## src/rtl/bmd_pkg.sv

```systemverilog
`timescale 1ns/1ps
package bmd_pkg;
  localparam int MAP_W = 24;

  typedef enum int {
    RG_RAM_LO, RG_RAM_HI, RG_OVL_ROM, RG_ROM_LO, RG_ROM_HI,
    RG_PERB, RG_PERA, RG_TRAP, RG_RTC, RG_REGS, RG_CFG, RG_COUNT
  } region_e;

  typedef enum int {
    DV_RAM, DV_PERB, DV_PERA, DV_TRAP, DV_RTC, DV_REGS, DV_CFG, DV_ROM, DV_COUNT
  } device_e;

  function automatic logic [MAP_W-1:0] region_lo(int idx);
    case (idx)
      RG_RAM_LO:  return 24'h000000;
      RG_RAM_HI:  return 24'h080000;
      RG_OVL_ROM: return 24'h000000;
      RG_ROM_LO:  return 24'hF80000;
      RG_ROM_HI:  return 24'hFC0000;
      RG_PERB:    return 24'hBFD000;
      RG_PERA:    return 24'hBFE000;
      RG_TRAP:    return 24'hC00000;
      RG_RTC:     return 24'hDC0000;
      RG_REGS:    return 24'hDFF000;
      default:    return 24'hE80000;
    endcase
  endfunction

  function automatic logic [MAP_W-1:0] region_hi(int idx);
    case (idx)
      RG_RAM_LO:  return 24'h07FFFF;
      RG_RAM_HI:  return 24'h1FFFFF;
      RG_OVL_ROM: return 24'h07FFFF;
      RG_ROM_LO:  return 24'hFBFFFF;
      RG_ROM_HI:  return 24'hFFFFFF;
      RG_PERB:    return 24'hBFDFFF;
      RG_PERA:    return 24'hBFEFFF;
      RG_TRAP:    return 24'hC7FFFF;
      RG_RTC:     return 24'hDCFFFF;
      RG_REGS:    return 24'hDFF1FF;
      default:    return 24'hEFFFFF;
    endcase
  endfunction

  function automatic int region_dev(int idx);
    case (idx)
      RG_RAM_LO, RG_RAM_HI:              return DV_RAM;
      RG_OVL_ROM, RG_ROM_LO, RG_ROM_HI:  return DV_ROM;
      RG_PERB:                           return DV_PERB;
      RG_PERA:                           return DV_PERA;
      RG_TRAP:                           return DV_TRAP;
      RG_RTC:                            return DV_RTC;
      RG_REGS:                           return DV_REGS;
      default:                           return DV_CFG;
    endcase
  endfunction
endpackage

```

## src/rtl/bmd_range_match.sv

```systemverilog
`timescale 1ns/1ps
module bmd_range_match #(
  parameter int          KEY_W = 15,
  parameter logic [KEY_W-1:0] LO = '0,
  parameter logic [KEY_W-1:0] HI = '1
) (
  input  logic [KEY_W-1:0] key_i,
  input  logic             en_i,
  output logic             hit_o
);
  logic above_lo, below_hi;

  always_comb begin
    above_lo = (key_i >= LO);
    below_hi = (key_i <= HI);
    hit_o    = en_i & above_lo & below_hi;
  end
endmodule

```

## src/rtl/bmd_overlay.sv

```systemverilog
`timescale 1ns/1ps
module bmd_overlay (
  input  logic clk,
  input  logic rst_n,
  input  logic ovl_i,
  output logic overlay_o
);
  logic overlay_q;

  always_ff @(posedge clk or negedge rst_n) begin
    if (!rst_n)      overlay_q <= 1'b1;
    else if (!ovl_i) overlay_q <= 1'b0;
  end

  assign overlay_o = overlay_q;

  assert_ovl_clear_R4: assert property (@(posedge clk) disable iff (!rst_n)
    !ovl_i |=> !overlay_o);
  assert_ovl_sticky_R4: assert property (@(posedge clk) disable iff (!rst_n)
    !overlay_o |=> !overlay_o);
endmodule

```

## src/rtl/bmd_select_reg.sv

```systemverilog
`timescale 1ns/1ps
module bmd_select_reg #(
  parameter int N_DEV = 8
) (
  input  logic             clk,
  input  logic             rst_n,
  input  logic             as_n,
  input  logic [N_DEV-1:0] dev_hit_i,
  input  logic             miss_i,
  output logic [N_DEV-1:0] sel_o,
  output logic             berr_o
);
  logic [N_DEV-1:0] sel_q;
  logic             berr_q;

  always_ff @(posedge clk or negedge rst_n) begin
    if (!rst_n) begin
      sel_q  <= '0;
      berr_q <= 1'b0;
    end else if (as_n) begin
      sel_q  <= '0;
      berr_q <= 1'b0;
    end else begin
      sel_q  <= dev_hit_i;
      berr_q <= miss_i;
    end
  end

  assign sel_o  = sel_q;
  assign berr_o = berr_q;

  assert_idle_R2: assert property (@(posedge clk) disable iff (!rst_n)
    as_n |=> (sel_o == '0 && !berr_o));
  assert_one_hot_R10: assert property (@(posedge clk) disable iff (!rst_n)
    !as_n |=> ($countones({sel_o, berr_o}) == 1));
endmodule

```

## src/rtl/boot_map_decoder.sv

```systemverilog
`timescale 1ns/1ps
module boot_map_decoder #(
  parameter int ADDR_W  = 24,
  parameter int DEC_LSB = 9
) (
  input  logic                      clk,
  input  logic                      rst_n,
  input  logic [ADDR_W-1:DEC_LSB]   addr_i,
  input  logic                      as_n,
  input  logic                      ovl_i,
  input  logic                      strap_rom512,
  input  logic                      strap_trap,
  output logic                      ram_sel_n,
  output logic                      perb_sel_n,
  output logic                      pera_sel_n,
  output logic                      trap_sel_n,
  output logic                      rtc_sel_n,
  output logic                      regs_sel_n,
  output logic                      cfg_sel_n,
  output logic                      rom_sel_n,
  output logic                      berr_o
);
  import bmd_pkg::*;

  localparam int KEY_W = ADDR_W - DEC_LSB;
  localparam int N_REG = RG_COUNT;
  localparam int N_DEV = DV_COUNT;
  localparam logic [KEY_W-1:0] OVL_TOP  = KEY_W'(24'h07FFFF >> DEC_LSB);
  localparam logic [KEY_W-1:0] RLO_BASE = KEY_W'(24'hF80000 >> DEC_LSB);
  localparam logic [KEY_W-1:0] RLO_TOP  = KEY_W'(24'hFBFFFF >> DEC_LSB);

  logic             overlay;
  logic [N_REG-1:0] reg_en;
  logic [N_REG-1:0] reg_hit;
  logic [N_DEV-1:0] dev_hit;
  logic             miss;
  logic [N_DEV-1:0] sel;

  bmd_overlay u_overlay (
    .clk       (clk),
    .rst_n     (rst_n),
    .ovl_i     (ovl_i),
    .overlay_o (overlay)
  );

  always_comb begin
    reg_en             = '1;
    reg_en[RG_RAM_LO]  = ~overlay;
    reg_en[RG_OVL_ROM] = overlay;
    reg_en[RG_ROM_LO]  = strap_rom512;
    reg_en[RG_TRAP]    = strap_trap;
  end

  for (genvar r = 0; r < N_REG; r++) begin : g_region
    bmd_range_match #(
      .KEY_W (KEY_W),
      .LO    (KEY_W'(region_lo(r) >> DEC_LSB)),
      .HI    (KEY_W'(region_hi(r) >> DEC_LSB))
    ) u_match (
      .key_i (addr_i),
      .en_i  (reg_en[r]),
      .hit_o (reg_hit[r])
    );
  end

  always_comb begin
    dev_hit = '0;
    for (int r = 0; r < N_REG; r++) begin
      if (reg_hit[r]) dev_hit[region_dev(r)] = 1'b1;
    end
    miss = ~|reg_hit;
  end

  bmd_select_reg #(.N_DEV(N_DEV)) u_select (
    .clk       (clk),
    .rst_n     (rst_n),
    .as_n      (as_n),
    .dev_hit_i (dev_hit),
    .miss_i    (miss),
    .sel_o     (sel),
    .berr_o    (berr_o)
  );

  assign ram_sel_n  = ~sel[DV_RAM];
  assign perb_sel_n = ~sel[DV_PERB];
  assign pera_sel_n = ~sel[DV_PERA];
  assign trap_sel_n = ~sel[DV_TRAP];
  assign rtc_sel_n  = ~sel[DV_RTC];
  assign regs_sel_n = ~sel[DV_REGS];
  assign cfg_sel_n  = ~sel[DV_CFG];
  assign rom_sel_n  = ~sel[DV_ROM];

  assert_boot_rom_R3: assert property (@(posedge clk) disable iff (!rst_n)
    (overlay && !as_n && addr_i <= OVL_TOP) |=> (!rom_sel_n && ram_sel_n));
  assert_small_rom_R5: assert property (@(posedge clk) disable iff (!rst_n)
    (!as_n && !strap_rom512 && addr_i >= RLO_BASE && addr_i <= RLO_TOP) |=> berr_o);
  assert_no_trap_R7: assert property (@(posedge clk) disable iff (!rst_n)
    (!strap_trap) |=> trap_sel_n);
endmodule

```

## config.mk

```make
export PLATFORM = sky130hd
export DESIGN_NAME = boot_map_decoder
export DESIGN_NICKNAME = d
export VERILOG_FILES = /design/src/rtl/bmd_pkg.sv /design/src/rtl/bmd_range_match.sv /design/src/rtl/bmd_overlay.sv /design/src/rtl/bmd_select_reg.sv /design/src/rtl/boot_map_decoder.sv
export SDC_FILE = /design/constraint.sdc
export NUM_CORES = 1
export LEC_CHECK = 0
export ABC_AREA = 1
export CORE_MARGIN = 2
export CORE_UTILIZATION = 41
export CTS_CLUSTER_DIAMETER = 200
export CTS_CLUSTER_SIZE = 24
export DETAILED_ROUTE_END_ITERATION = 7
export PLACE_DENSITY_LB_ADDON = 0.3
export RECOVER_POWER = 50
export SLEW_MARGIN = 10
export SYNTH_ARGS = -nofsm -noshare
export SYNTH_HDL_FRONTEND = slang
export SYNTH_SLANG_ARGS = --single-unit
```

## constraint.sdc

```tcl
create_clock -name clk -period 2.4 [get_ports clk]
set_input_delay 0.24 -clock clk [delete_from_list [all_inputs] [get_ports clk]]
set_output_delay 0.24 -clock clk [all_outputs]
set_load 0.02 [all_outputs]
```

==> flow_metrics.py, run 1 <==
metrics = {
    "logic_synthesis": {
        "share_of_the_synthesized_area_in_compound_gates_ao_oa_aoi_oai_pct": 2.526,
        "synthesis.area_um2": 594.3,
        "async_s_r_ff_share_synth_pct": 100.0,
        "synth_adder_area_share_pct": 0,
        "gate_count_after_technology_mapping": 85,
        "synthesis.yosys.warnings": 0,
        "synth_area_per_cell_um2": 6.992,
        "syn_nets": 106,
        "yosys_most_used_dff": "sky130_fd_sc_hd__dfrtp_1",
        "yosysUniqueCellTypes": 15,
        "post_synth_and_or_nand_nor_area_fraction_pct": 41.89,
        "yosysMostFrequentCell": "sky130_fd_sc_hd__inv_1",
        "synth-xor-area-share_pct": 0,
        "synth.cells.most_frequent": "sky130_fd_sc_hd__inv_1 (20), sky130_fd_sc_hd__nor2_1 (19), sky130_fd_sc_hd__nand2_1 (12), sky130_fd_sc_hd__dfrtp_1 (9), sky130_fd_sc_hd__nand3_1 (9)",
        "synth_top_area_cell": "sky130_fd_sc_hd__dfrtp_1",
        "combinational_family_with_the_most_area_after_synthesis": "simple AND/OR/NAND/NOR gates",
        "synth_largest_type_area_fraction_pct": 37.89,
        "synth-edff-count": 0,
        "synth_mux_area_share_pct": 0,
        "synth-seq-cells": 10,
        "synth-seq-area-share_pct": 42.32,
        "netlist_top_cells_area": "sky130_fd_sc_hd__dfrtp_1 (38%), sky130_fd_sc_hd__inv_1 (13%), sky130_fd_sc_hd__nor2_1 (12%), sky130_fd_sc_hd__nand3_1 (7.6%), sky130_fd_sc_hd__nand2_1 (7.6%)",
    },
    "cts": {
        "tritoncts": "done",
        "cts_hold_buf": 0,
        "cts_repair_resize_count": 0,
        "clkSinkCount": 10,
        "clock_slew_at_reported_path_ffs_ns": 0.06,
        "post-cts-setup-buffers": 0,
        "h-tree-depth": 1,
        "cts_root_cell": "sky130_fd_sc_hd__clkbuf_4",
        "cts-buffers-inserted": 3,
        "clk_latency_ns": 0.25,
        "clockBufferDepth": 2,
    },
    "drt": {
        "wl_per_cell_um": 9.508,
        "detailroute.via_count": 620,
        "via_per_inst": 4.697,
        "drt_drc_violations_left": 0,
        "drt_pass1_iterations": 4,
        "starting_drt_drc_count": 4,
        "antenna_left": 0,
        "totalWireLength_um": 1255,
    },
    "placed_design": {
        "final_estimated_routing_congestion_in_global_placement": 0.8515,
        "dpl_worst_slack_ns": 0.8325,
        "port_buffers": 29,
        "dp.final_hpwl_um": 1116,
    },
    "sta": {
        "fin_crit_ns": 1.503,
        "setup_repair_after_global_routing_missed_its_margin": "no",
        "tightestPinTransition_ns": 0.4183,
        "finalClockSkew_ns": 0.009495,
        "achievable-frequency_mhz": 665.3,
        "setup_violations": 0,
        "post-route-worst-setup-slack_ns": 0.8969,
        "final-hold-violation-count": 0,
        "setup_tns_ns": 0,
        "slew_violations": 0,
        "slew_headroom_pct": 72.02,
        "ratio_of_final_minimum_period_to_clock_period_pct": 62.63,
    },
    "floorplan": {
        "floorplan.rows": 13,
        "dieHeight_um": 42.08,
        "floorplan.die_area_mm2": 0.001770,
        "core_region_area_mm2": 0.001334,
        "io_pins": 30,
        "dieWidth_um": 42.08,
        "start_util_pct": 44.56,
    },
    "grt": {
        "maximum_number_of_pins_on_one_net_before_global_route_repair": 11,
        "grt_pass1_wl_um": 2228,
        "initial_antenna_violation_count": 0,
        "globalRouteTotalUtil_pct": 16.53,
        "grt_pass1_vias": 612,
        "grt_remaining_overflow": 0,
    },
    "cells_and_area": {
        "antenna_cells_inserted": 0,
        "design.final.nets": 139,
        "post_route_cells_drive_above_1_share_pct": 8.547,
        "synthToLayoutAreaGrowth_pct": 55.79,
    },
    "setup_path": {
        "cp-end-kind": "output port",
        "timing.critical_path.fanout_max": 1,
        "slowest_delay_ns": 0.59,
        "critical_path_required_ns": 2.16,
        "crit_slowest_cell": "sky130_fd_sc_hd__clkdlybuf4s50_1",
        "cells_traversed_along_the_worst_timing_path": "inv_1 > clkdlybuf4s50_1",
        "arrival_ns": 1.26,
        "worstSetupStartpointType": "flop",
        "critical_path.top_delay_family": "buffers and inverters",
        "critical_path_buf_inv_count": 2,
        "criticalPathCategory": "reg2out",
    },
    "power": {
        "cellPowerDensity_mw_per_mm2": 383.5,
        "vdd_drop_max_uv": 190.6,
        "total_leakage_power_nw": 0.4537,
    },
    "hold_path": {
        "worst_hold_path_type": "in2async",
    },
    "job": {
        "cap_violations": 0,
    },
    "status": {
        "status": "complete, no violations",
    },
}
cell type report:
cell class | count | area, µm²
inverter | 20 | 75.07
fill | 119 | 407.9
multi-input combinational | 54 | 264.0
tap | 15 | 18.77
sequential | 10 | 251.5
timing repair buffer | 29 | 290.3
clock buffer | 4 | 26.28
cell usage in the layout, fill, tap and decap left out:
master and n:
sky130_fd_sc_hd__clkdlybuf4s50_1 26, sky130_fd_sc_hd__inv_1 20, sky130_fd_sc_hd__nor2_1 19, sky130_fd_sc_hd__nand2_1 12, sky130_fd_sc_hd__nand3_1 9, sky130_fd_sc_hd__dfrtp_1 9
sky130_fd_sc_hd__nand4_1 4, sky130_fd_sc_hd__nor2_2 3, sky130_fd_sc_hd__clkbuf_4 3, sky130_fd_sc_hd__dlygate4sd3_1 3, sky130_fd_sc_hd__nor3_2 2, sky130_fd_sc_hd__nand3_2 1
sky130_fd_sc_hd__a21oi_1 1, sky130_fd_sc_hd__nand3b_1 1, sky130_fd_sc_hd__o211a_1 1, sky130_fd_sc_hd__nand2_2 1, sky130_fd_sc_hd__clkbuf_1 1, sky130_fd_sc_hd__dfstp_1 1
final timing paths:
path / startpoint / cells after the start / endpoint / slack (ns)
max: u_select.sel_o[1] / 2 / perb_sel_n / 0.90
min: rst_n / 1 / u_select.sel_o[3] / 0.35
max reg2reg: u_overlay.overlay_o / 6 / u_select.berr_o / 1.31
min reg2reg: u_overlay.overlay_o / 2 / u_overlay.overlay_o / 0.47
max in group asynchronous: rst_n / 1 / u_overlay.overlay_o / 1.71
min in group clk: u_overlay.overlay_o / 2 / u_overlay.overlay_o / 0.47
logic make-up (layout without fill, tap and decap cells):
family | after synthesis | count (layout)
AOI/OAI and AO/OA | 2 | 2
buffers and inverters | 21 | 53
DFF | 10 | 10
and+or+nand+nor | 52 | 52
sequential cells by signal, indices dropped and copies added, names as in the netlist:
signal	count
u_select.berr_o	1
u_select.sel_o	8
u_overlay.overlay_o	1
layer usage:
metal	part of all wire (%)	GRT usage (%)	up-vias
li1	-	-	327
met1	35	15.90	262
met5	0	0	-
met2	57	31.56	29
met4	1.5	12.50	0
met3	7.1	1.724	2
through the flow:
step	std cells	utilization, %	cell area [µm²]	total power (W)	hold WS (ns)
after CTS	132	69.42	925.9	0.0003634	0.2929
final	132	69.42	925.9	0.0003551	0.3533
after detailed placement	128	67.45	899.6	0.0002486	0.4442
after global routing	132	69.42	925.9	0.0003804	0.3810
after floorplan	85	-	594.3	0.0001982	-0.05559
after global placement	128	67.45	899.6	0.0002467	0.4379
worst register-to-register path, cell delays in order (launching register included):
cell	delay [ns]
sky130_fd_sc_hd__dfstp_1	0.54
sky130_fd_sc_hd__nand2_2	0.07
sky130_fd_sc_hd__nand3_1	0.09
sky130_fd_sc_hd__nand4_1	0.08
sky130_fd_sc_hd__nor2_1	0.11
sky130_fd_sc_hd__nand3_1	0.07
sky130_fd_sc_hd__nor2_1	0.08
power breakdown:
group / internal (W) / switching, W
clock network: 0.0000637 / 0.0000471
logic: 0.0000397 / 0.0000334
registers: 0.000171 / 0.000000427
total: 0.000274 / 0.0000809
(Power assumes the default switching activity.)
==> run 2, diff against run 1 <==
Settings changed: CORE_UTILIZATION 41 to 34.
Clock period 2.4 ns to 1.2 ns, I/O delays scaled along.
==> flow_metrics.py, run 2 (synthesis results as in run 1) <==
metrics = {
    "status": {
        "status": "complete, no violations",
    },
    "setup_path": {
        "critical_path_buf_inv_count": 2,
        "worstSetupStartpointType": "flop",
        "critical_path.top_delay_family": "buffers and inverters",
        "crit_slowest_cell": "sky130_fd_sc_hd__dfrtp_1",
        "critical_path_required_ns": 1.08,
        "slowest_delay_ns": 0.36,
        "arrival_ns": 0.99,
        "timing.critical_path.fanout_max": 1,
        "cells_traversed_along_the_worst_timing_path": "inv_1 > dlygate4sd2_1",
        "cp-end-kind": "output port",
        "criticalPathCategory": "reg2out",
    },
    "grt": {
        "grt_remaining_overflow": 0,
        "globalRouteTotalUtil_pct": 13.78,
        "initial_antenna_violation_count": 0,
        "maximum_number_of_pins_on_one_net_before_global_route_repair": 11,
        "grt_pass1_vias": 531,
        "grt_pass1_wl_um": 2007,
    },
    "sta": {
        "setup_tns_ns": 0,
        "finalClockSkew_ns": 0.002191,
        "slew_violations": 0,
        "fin_crit_ns": 1.108,
        "ratio_of_final_minimum_period_to_clock_period_pct": 92.36,
        "setup_repair_after_global_routing_missed_its_margin": "no",
        "achievable-frequency_mhz": 902.3,
        "slew_headroom_pct": 71.55,
        "setup_violations": 0,
        "post-route-worst-setup-slack_ns": 0.09166,
        "final-hold-violation-count": 0,
        "tightestPinTransition_ns": 0.4253,
    },
    "drt": {
        "totalWireLength_um": 1282,
        "antenna_left": 0,
        "detailroute.via_count": 625,
        "wl_per_cell_um": 9.028,
        "drt_drc_violations_left": 0,
        "drt_pass1_iterations": 3,
        "via_per_inst": 4.401,
        "starting_drt_drc_count": 4,
    },
    "floorplan": {
        "core_region_area_mm2": 0.001689,
        "dieHeight_um": 45.81,
        "dieWidth_um": 45.81,
        "start_util_pct": 35.19,
        "io_pins": 30,
        "floorplan.rows": 15,
        "floorplan.die_area_mm2": 0.002099,
    },
    "hold_path": {
        "worst_hold_path_type": "in2async",
    },
    "placed_design": {
        "place_area_um2": 962.2,
        "dp.final_hpwl_um": 1084,
        "dpl_worst_slack_ns": -0.2189,
        "port_buffers": 29,
        "final_estimated_routing_congestion_in_global_placement": 0.8168,
    },
    "cts": {
        "cts_repair_resize_count": 9,
        "clock_slew_at_reported_path_ffs_ns": 0.06,
        "clkSinkCount": 10,
        "cts_root_cell": "sky130_fd_sc_hd__clkbuf_4",
        "tritoncts": "done",
        "cts-buffers-inserted": 3,
        "cts_hold_buf": 0,
        "clockBufferDepth": 2,
        "clk_latency_ns": 0.26,
        "h-tree-depth": 1,
        "post-cts-setup-buffers": 0,
    },
    "power": {
        "power_frac_comb_pct": 19.6,
        "vdd_drop_max_uv": 328.7,
        "cellPowerDensity_mw_per_mm2": 785.7,
        "p_int_w": 0.0006107,
        "sequential_group_share_of_total_power_pct": 43.4,
        "total_leakage_power_nw": 0.5158,
        "p_clk_share_pct": 37.1,
        "p_sw_w": 0.0001787,
        "power.switching_fraction_pct": 22.63,
    },
    "cells_and_area": {
        "design.final.nets": 147,
        "post_route_cells_drive_above_1_share_pct": 18.40,
        "antenna_cells_inserted": 0,
        "finalInstanceArea_mm2": 0.001005,
        "largest_register_ffs": 8,
        "synthToLayoutAreaGrowth_pct": 69.05,
        "final_common_cell": "sky130_fd_sc_hd__inv_1",
        "most_used_cells_in_the_layout_excluding_fill_and_tap_cells": "sky130_fd_sc_hd__inv_1 (19), sky130_fd_sc_hd__nor2_1 (18), sky130_fd_sc_hd__clkdlybuf4s50_1 (15), sky130_fd_sc_hd__nand2_1 (12)",
    },
    "job": {
        "cap_violations": 0,
    },
}
## run 2: changes by cell type in the layout (fill, tap and decap cells not counted), moves of 2 or more
cell	before	now
sky130_fd_sc_hd__dlymetal6s2s_1	0	4
sky130_fd_sc_hd__dlygate4sd3_1	3	1
sky130_fd_sc_hd__dlygate4sd2_1	0	9
sky130_fd_sc_hd__clkdlybuf4s50_1	26	15
sky130_fd_sc_hd__buf_4	0	8
## run 2: power groups by stage
stage	logic, W	registers (W)	clock network [W]
global placement	0.000156	0.000349	0
finish	0.000154	0.000342	0.000293
global route	0.000170	0.000342	0.000317
floorplan	0.0000442	0.000352	0
detailed placement	0.000158	0.000349	0
CTS	0.000155	0.000342	0.000303
## run 2: worst paths after layout
path                                startpoint                   to  slack (ns)  cells after the start
max                          u_select.sel_o[1]           perb_sel_n        0.09                      2
min                                      rst_n    u_select.sel_o[2]        0.23                      1
max reg2reg                u_overlay.overlay_o      u_select.berr_o        0.11                      6
min in group clk                         ovl_i  u_overlay.overlay_o        0.35                      3
max in group asynchronous                rst_n  u_overlay.overlay_o        0.64                      1
min reg2reg                u_overlay.overlay_o  u_overlay.overlay_o        0.46                      2
## run 2: worst register-to-register path, delay by kind of cell, from the launching register on
| family | cells | cell delay [ns] |
|---|---|---|
| DFF | 1 | 0.55 |
| and+or+nand+nor | 6 | 0.48 |
## run 2: layout make-up
type / count / area (µm²)
fillers: 163 / 684.4
well taps: 17 / 21.27
clock buffers: 4 / 36.28
flip-flops and latches: 10 / 251.5
repair buffers: 37 / 349.1
inverters: 20 / 75.07
multi-input cells: 54 / 271.5
## run 2: metrics by stage
step	hold slack, ns	total power (W)	utilization (%)	instances
after floorplan	-0.1756	0.0003964	-	85
after global placement	0.4405	0.0005046	56.96	138
after detailed placement	0.4518	0.0005069	56.96	138
after CTS	0.1695	0.0008009	58.44	142
after global routing	0.2658	0.0008296	59.48	142
final	0.2301	0.0007894	59.48	142
## run 2: per-layer routing
layer / global-route usage [%] / vias up / wire (µm)
met4: 10.29 / 0 / 42
met1: 14.39 / 256 / 511
li1: - / 340 / -
met5: 0 / - / 0
met3: 2.381 / 4 / 68
met2: 24.23 / 25 / 659
